### src/rtl/gpio_irq_pkg.sv
package gpio_irq_pkg;

  // word index decoded from address bits [4:2]
  localparam logic [2:0] IDX_DATA   = 3'd0;
  localparam logic [2:0] IDX_DIR    = 3'd1;
  localparam logic [2:0] IDX_PAD    = 3'd2;
  localparam logic [2:0] IDX_CFGLO  = 3'd3;
  localparam logic [2:0] IDX_CFGHI  = 3'd4;
  localparam logic [2:0] IDX_MASK   = 3'd5;
  localparam logic [2:0] IDX_STATUS = 3'd6;
  localparam logic [2:0] IDX_ANYEDGE = 3'd7;

  typedef enum logic [1:0] {
    TRIG_LOW  = 2'd0,
    TRIG_HIGH = 2'd1,
    TRIG_RISE = 2'd2,
    TRIG_FALL = 2'd3
  } trig_e;

  typedef struct packed {
    logic       wrData;
    logic       wrDir;
    logic       wrCfgLo;
    logic       wrCfgHi;
    logic       wrMask;
    logic       wrClr;
    logic       wrAnyEdge;
    logic       rdHit;
    logic [2:0] rdIdx;
  } strobes_t;

endpackage

### src/rtl/gpio_bus_decode.sv
module gpio_bus_decode
  import gpio_irq_pkg::*;
#(
  parameter int ADDR_W = 8
) (
  input  logic              clk,
  input  logic              rstN,
  input  logic              busSel,
  input  logic              busWe,
  input  logic [ADDR_W-1:0] busAddr,
  output strobes_t          strb
);
  localparam int MAP_BITS = 5;

  logic       mapped;
  logic [2:0] idx;
  logic       unusedAddrBits;

  assign unusedAddrBits = ^busAddr[1:0];
  assign mapped = (busAddr[ADDR_W-1:MAP_BITS] == '0);
  assign idx    = busAddr[MAP_BITS-1:2];

  always_comb begin
    strb       = '0;
    strb.rdIdx = idx;
    strb.rdHit = busSel && !busWe && mapped;
    if (busSel && busWe && mapped) begin
      case (idx)
        IDX_DATA:    strb.wrData    = 1'b1;
        IDX_DIR:     strb.wrDir     = 1'b1;
        IDX_CFGLO:   strb.wrCfgLo   = 1'b1;
        IDX_CFGHI:   strb.wrCfgHi   = 1'b1;
        IDX_MASK:    strb.wrMask    = 1'b1;
        IDX_STATUS:  strb.wrClr     = 1'b1;
        IDX_ANYEDGE: strb.wrAnyEdge = 1'b1;
        default:     ;
      endcase
    end
  end

  // at most one register is written per access
  assert_single_write_R10: assert property (@(posedge clk) disable iff (!rstN)
    $onehot0({strb.wrData, strb.wrDir, strb.wrCfgLo, strb.wrCfgHi,
              strb.wrMask, strb.wrClr, strb.wrAnyEdge}));

  // a write to the pad-level word raises no strobe
  assert_pad_readonly_R3: assert property (@(posedge clk) disable iff (!rstN)
    (busSel && busWe && busAddr == ADDR_W'(8)) |->
      !(strb.wrData || strb.wrDir || strb.wrCfgLo || strb.wrCfgHi ||
        strb.wrMask || strb.wrClr || strb.wrAnyEdge));

endmodule

### src/rtl/gpio_port_core.sv
module gpio_port_core
  import gpio_irq_pkg::*;
#(
  parameter int NPINS = 32
) (
  input  logic             clk,
  input  logic             rstN,
  input  strobes_t         strb,
  input  logic [NPINS-1:0] busWdata,
  output logic [NPINS-1:0] busRdata,
  input  logic [NPINS-1:0] padIn,
  output logic [NPINS-1:0] padOut,
  output logic [NPINS-1:0] padOe,
  output logic             irqLo,
  output logic             irqHi
);
  localparam int HALF = NPINS / 2;

  logic [NPINS-1:0] dataQ, dirQ, cfgLoQ, cfgHiQ, maskQ, statusQ, anyEdgeQ;
  logic [NPINS-1:0] sync1Q, sync2Q, prevQ;
  logic [NPINS-1:0] hitVec;
  logic [NPINS-1:0] clrVec;
  logic             armedQ;

  // configuration registers
  always_ff @(posedge clk) begin
    if (!rstN) begin
      dataQ    <= '0;
      dirQ     <= '0;
      cfgLoQ   <= '0;
      cfgHiQ   <= '0;
      maskQ    <= '0;
      anyEdgeQ <= '0;
    end else begin
      if (strb.wrData)    dataQ    <= busWdata;
      if (strb.wrDir)     dirQ     <= busWdata;
      if (strb.wrCfgLo)   cfgLoQ   <= busWdata;
      if (strb.wrCfgHi)   cfgHiQ   <= busWdata;
      if (strb.wrMask)    maskQ    <= busWdata;
      if (strb.wrAnyEdge) anyEdgeQ <= busWdata;
    end
  end

  // pad synchronizer plus one-cycle history for edge compare
  always_ff @(posedge clk) begin
    if (!rstN) begin
      sync1Q <= '0;
      sync2Q <= '0;
      prevQ  <= '0;
    end else begin
      sync1Q <= padIn;
      sync2Q <= sync1Q;
      prevQ  <= sync2Q;
    end
  end

  // per-pin trigger evaluation
  for (genvar i = 0; i < NPINS; i++) begin : g_pin
    trig_e code;
    if (i < HALF) begin : g_lo
      assign code = trig_e'(cfgLoQ[2*i +: 2]);
    end else begin : g_hi
      assign code = trig_e'(cfgHiQ[2*(i-HALF) +: 2]);
    end
    always_comb begin
      if (anyEdgeQ[i]) begin
        hitVec[i] = sync2Q[i] ^ prevQ[i];
      end else begin
        case (code)
          TRIG_LOW:  hitVec[i] = !sync2Q[i];
          TRIG_HIGH: hitVec[i] = sync2Q[i];
          TRIG_RISE: hitVec[i] = sync2Q[i] && !prevQ[i];
          default:   hitVec[i] = !sync2Q[i] && prevQ[i];
        endcase
      end
    end
  end

  assign clrVec = strb.wrClr ? busWdata : '0;

  // sticky status, hardware set has priority over clear
  always_ff @(posedge clk) begin
    if (!rstN) begin
      statusQ <= '0;
      armedQ  <= 1'b0;
    end else begin
      statusQ <= (statusQ & ~clrVec) | hitVec;
      armedQ  <= 1'b1;
    end
  end

  assign padOut = dataQ;
  assign padOe  = dirQ;
  assign irqLo  = |(statusQ[HALF-1:0] & maskQ[HALF-1:0]);
  assign irqHi  = |(statusQ[NPINS-1:HALF] & maskQ[NPINS-1:HALF]);

  always_comb begin
    busRdata = '0;
    if (strb.rdHit) begin
      case (strb.rdIdx)
        IDX_DATA:    busRdata = dataQ;
        IDX_DIR:     busRdata = dirQ;
        IDX_PAD:     busRdata = sync2Q;
        IDX_CFGLO:   busRdata = cfgLoQ;
        IDX_CFGHI:   busRdata = cfgHiQ;
        IDX_MASK:    busRdata = maskQ;
        IDX_STATUS:  busRdata = statusQ;
        default:     busRdata = anyEdgeQ;
      endcase
    end
  end

  // cleared bits with no coincident hit read zero next cycle
  assert_clear_R8: assert property (@(posedge clk) disable iff (!rstN)
    strb.wrClr |=> ((statusQ & $past(busWdata & ~hitVec)) == '0));

  // without a clear write, no status bit ever falls
  assert_sticky_R8: assert property (@(posedge clk) disable iff (!rstN)
    !strb.wrClr |=> (($past(statusQ) & ~statusQ) == '0));

  // a fired trigger always shows in status, even under a clear
  assert_set_wins_R7: assert property (@(posedge clk) disable iff (!rstN)
    armedQ |-> (($past(hitVec) & ~statusQ) == '0));

  // with all pins masked both requests stay low
  assert_masked_quiet_R9: assert property (@(posedge clk) disable iff (!rstN)
    (maskQ == '0) |-> (!irqLo && !irqHi));

endmodule

### src/rtl/gpio_irq_port.sv
module gpio_irq_port
  import gpio_irq_pkg::*;
#(
  parameter int NPINS  = 32,
  parameter int ADDR_W = 8
) (
  input  logic              clk,
  input  logic              rstN,
  input  logic              busSel,
  input  logic              busWe,
  input  logic [ADDR_W-1:0] busAddr,
  input  logic [NPINS-1:0]  busWdata,
  output logic [NPINS-1:0]  busRdata,
  input  logic [NPINS-1:0]  padIn,
  output logic [NPINS-1:0]  padOut,
  output logic [NPINS-1:0]  padOe,
  output logic              irqLo,
  output logic              irqHi
);
  strobes_t strb;

  gpio_bus_decode #(.ADDR_W(ADDR_W)) u_decode (
    .clk     (clk),
    .rstN    (rstN),
    .busSel  (busSel),
    .busWe   (busWe),
    .busAddr (busAddr),
    .strb    (strb)
  );

  gpio_port_core #(.NPINS(NPINS)) u_core (
    .clk      (clk),
    .rstN     (rstN),
    .strb     (strb),
    .busWdata (busWdata),
    .busRdata (busRdata),
    .padIn    (padIn),
    .padOut   (padOut),
    .padOe    (padOe),
    .irqLo    (irqLo),
    .irqHi    (irqHi)
  );

endmodule

### config.mk
export PLATFORM = sky130hd
export DESIGN_NAME = gpio_irq_port
export DESIGN_NICKNAME = d
export VERILOG_FILES = /design/src/rtl/gpio_irq_pkg.sv /design/src/rtl/gpio_bus_decode.sv /design/src/rtl/gpio_port_core.sv /design/src/rtl/gpio_irq_port.sv
export SDC_FILE = /design/constraint.sdc
export NUM_CORES = 1
export LEC_CHECK = 0
export ABC_AREA = 1
export BUFFER_PORTS_ARGS = -buffer_cell sky130_fd_sc_hd__clkbuf_2
export CAP_MARGIN = 10
export CORE_MARGIN = 5
export CORE_UTILIZATION = 37
export DETAILED_ROUTE_END_ITERATION = 16
export GPL_TIMING_DRIVEN = 1
export REMOVE_ABC_BUFFERS = 1
export SETUP_SLACK_MARGIN = 0.05
export SYNTH_ARGS = -nofsm -noshare
export SYNTH_HDL_FRONTEND = slang
export SYNTH_HIERARCHICAL = 1
export SYNTH_SLANG_ARGS = --single-unit
### constraint.sdc
create_clock -name clk -period 1.26 [get_ports clk]
set_input_delay 0.063 -clock clk [delete_from_list [all_inputs] [get_ports clk]]
set_output_delay 0.063 -clock clk [all_outputs]
set_load 0.02 [all_outputs]
==> run summary <==
Tot GR Track Use -> 0.230
area taken by flip-flops and latches -> 6690 µm²
number of synthesized register bits -> 320
die area -> 46,100 µm²
VDD IR max -> 0.761 mV
P per Cell Area -> 1160 nW/µm²
final wirelength -> 55,600 µm
Top Ports -> 174
Via density -> 5.27
Longest Clk Path Bufs -> 3
die height -> 215 µm
top cells by count, synth -> nand2_1 (385), inv_1 (343), dfxtp_1 (320), o21ai_0 (288), a21oi_1 (278)
MaxCap Viol Count -> 0
Main synth FF type -> dfxtp_1
setup TNS -> -10.24 ns
initial antenna violation count -> 1
# nets final -> 2,679
Root Buffer -> clkbuf_16
register area share after synthesis -> 0.413
number of fill cells -> 3,980
largest net degree at the start of global routing -> 63
Least-Margin Pin Slew -> 0.351 ns
Post-synth EDFFs -> 0
Synth warnings -> 6
failing checks -> negative setup slack
GR Overflow Total -> 0
element type at the critical path end -> output port
via count -> 16,384
Cell Count Post-Placement -> 2,877
ratio of cells with drive above 1 in the final layout -> 0.314
Final setup viols -> 34
area of the mapped netlist -> 15,500 µm²
WP data arrival -> 1.68 ns
Synth top area share -> 0.413
Async S/R FF share, synth -> 0
Mapped Avg Cell Area -> 7.07 µm²
# DRC -> 0
Area Growth Syn to Fin -> 41.5%
f_max -> 573 MHz
Final ANT Viol Nets -> 0
Post-Syn Instances -> 2,194
RePlAce Congestion -> 0.857
Die W -> 215 µm
P_leak -> 10.1 nW
HPWL after DPL -> 36,200 µm
clock transition at the registers of the reported paths -> 0.06 ns
# clock sinks -> 320
count leader, synth -> nand2_1
area of the multi-input gates -> 7590 µm²
vias in the first global route -> 15,784
H-tree depth -> 2
status -> complete, but fails checks
Hold Crit Class -> input pin to flop
Hold Path Stages -> 4
RSZ-0062 raised after global routing -> true
final std cells w/o fill -> 3,109
Final Skew -> 0.0123 ns
starting density of the core -> 0.372
crit share post-route -> 1.38
Rows -> 75
WL/cell -> 17.9 µm
cts bufs inserted -> 39
top cells by area, synth -> dfxtp_1 (41%), nand2_1 (9.3%), o21ai_0 (9.3%)
DRT iter0 DRCs -> 1,397
Final Max Slew Viols -> 0
diode count -> 0
drt pass-1 iters -> 7
Tmin final -> 1.74 ns
CP Class -> flop to output port
IO Port Bufs -> 171
Core ar. -> 41,700 µm²
Startpoint Class -> flop
Worst slew margin -> 0.763
Yosys cell types -> 20
Synth area leader -> dfxtp_1
first-pass GRT wire length -> 86,200 µm
clk_lat worst skew -> 0.56 ns
setup ws final -> -0.484 ns
Final Instance Area -> 22,000 µm²
Required @ worst endpoint -> 1.20 ns
Fin. Hold Viols -> 0
crit path max fanout -> 3
CTS tree -> built
Power, Total -> 25.4 mW
final core utilization -> 0.527
dpl cell area -> 17,800 µm²
worst reg2reg path depth -> 5
[stage by stage]
step	setup WS (ns)	hold WS [ns]
global placement	-0.301	0.243
global route	-0.531	0.235
CTS	-0.502	0.183
floorplan	-1.28	0.156
finish	-0.484	0.218
detailed placement	-0.306	0.247
[power breakdown]
group | leakage (nW) | total [mW] | switching [mW] | internal, mW
sequential | 2.69 | 10.5 | 0.154 | 10.3
combinational | 6.71 | 2.31 | 1.37 | 0.939
clock | 0.711 | 12.6 | 4.70 | 7.92
total | 10.1 | 25.4 | 6.23 | 19.2
[state kept, by name (all words and copies together) (netlist names)]
register / count
u_core/sync1Q: 32
u_core/cfgHiQ: 32
u_core/anyEdgeQ: 32
u_core/maskQ: 32
u_core/padOe: 32
u_core/prevQ: 32
u_core/cfgLoQ: 32
u_core/padOut: 32
u_core/sync2Q: 32
u_core/statusQ: 32
[timing repair]
item / 4_1_cts / 5_1_grt
resized for setup: 361 / 193
pin swaps: 105 / 118
endpoints found under the setup margin: 58 / 87
hold endpoints to repair: 242 / 0
buffers inserted: 76 / 23
hold buffers: 70 / 0
[final timing paths]
| path | end | from | slack, ns |
|---|---|---|---|
| worst max-delay path | irqLo | u_core/statusQ[12] | -0.48 |
| worst min-delay path | u_core/sync1Q[15] | padIn[15] | 0.22 |
| worst min register to register | u_core/sync2Q[29] | u_core/sync1Q[29] | 0.40 |
| worst max register to register | u_core/statusQ[22] | u_core/sync2Q[22] | 0.08 |
[routing by layer]
layer  routed length (µm)  GRT usage  share of wire  up-vias
met4                 1650     0.0801          0.030        2
li1                     -          -              -     7892
met2                26300      0.390           0.47      631
met1                23600      0.295           0.42     7741
met5                   13          0        0.00023        -
met3                 4040     0.0410          0.073      118
[final cells by class]
cell class / count / area share
multi-input cells: 1379 / 0.346
flip-flops and latches: 320 / 0.305
repair buffers: 453 / 0.193
inverters: 346 / 0.0598
clock buffers: 51 / 0.0507
well taps: 539 / 0.0307
clock inverters: 21 / 0.0154
[cell usage in the layout, fill, tap and decap left out, drive strengths merged]
| master | netlist | final |
|---|---|---|
| dlygate4sd3 | 0 | 70 |
| nand4 | 135 | 135 |
| dfxtp | 320 | 320 |
| a21oi | 290 | 290 |
| clkinv | 0 | 9 |
| nor2 | 77 | 77 |
| o21ai | 288 | 288 |
| inv | 346 | 348 |
| clkbuf | 74 | 189 |
| nand2 | 386 | 386 |
| clkinvlp | 0 | 2 |
| ha | 64 | 64 |
| bufinv | 0 | 8 |
| nand3b | 16 | 16 |
| buf | 75 | 245 |
| nand3 | 123 | 123 |
[worst max-delay path, cell delays in order (launching register included)]
cell and delay [ns]:
dfxtp_2 0.33, nand2_2 0.07, nand4_1 0.18, nor2_2 0.24, nand3_2 0.15, buf_8 0.16
[cells by family after synthesis]
logic type / synth area share
AOI/OAI and AO/OA: 0.189
adders and majority gates: 0.0516
buffers and inverters: 0.131
DFF: 0.413
and+or+nand+nor: 0.215
(Power assumes the default switching activity.)
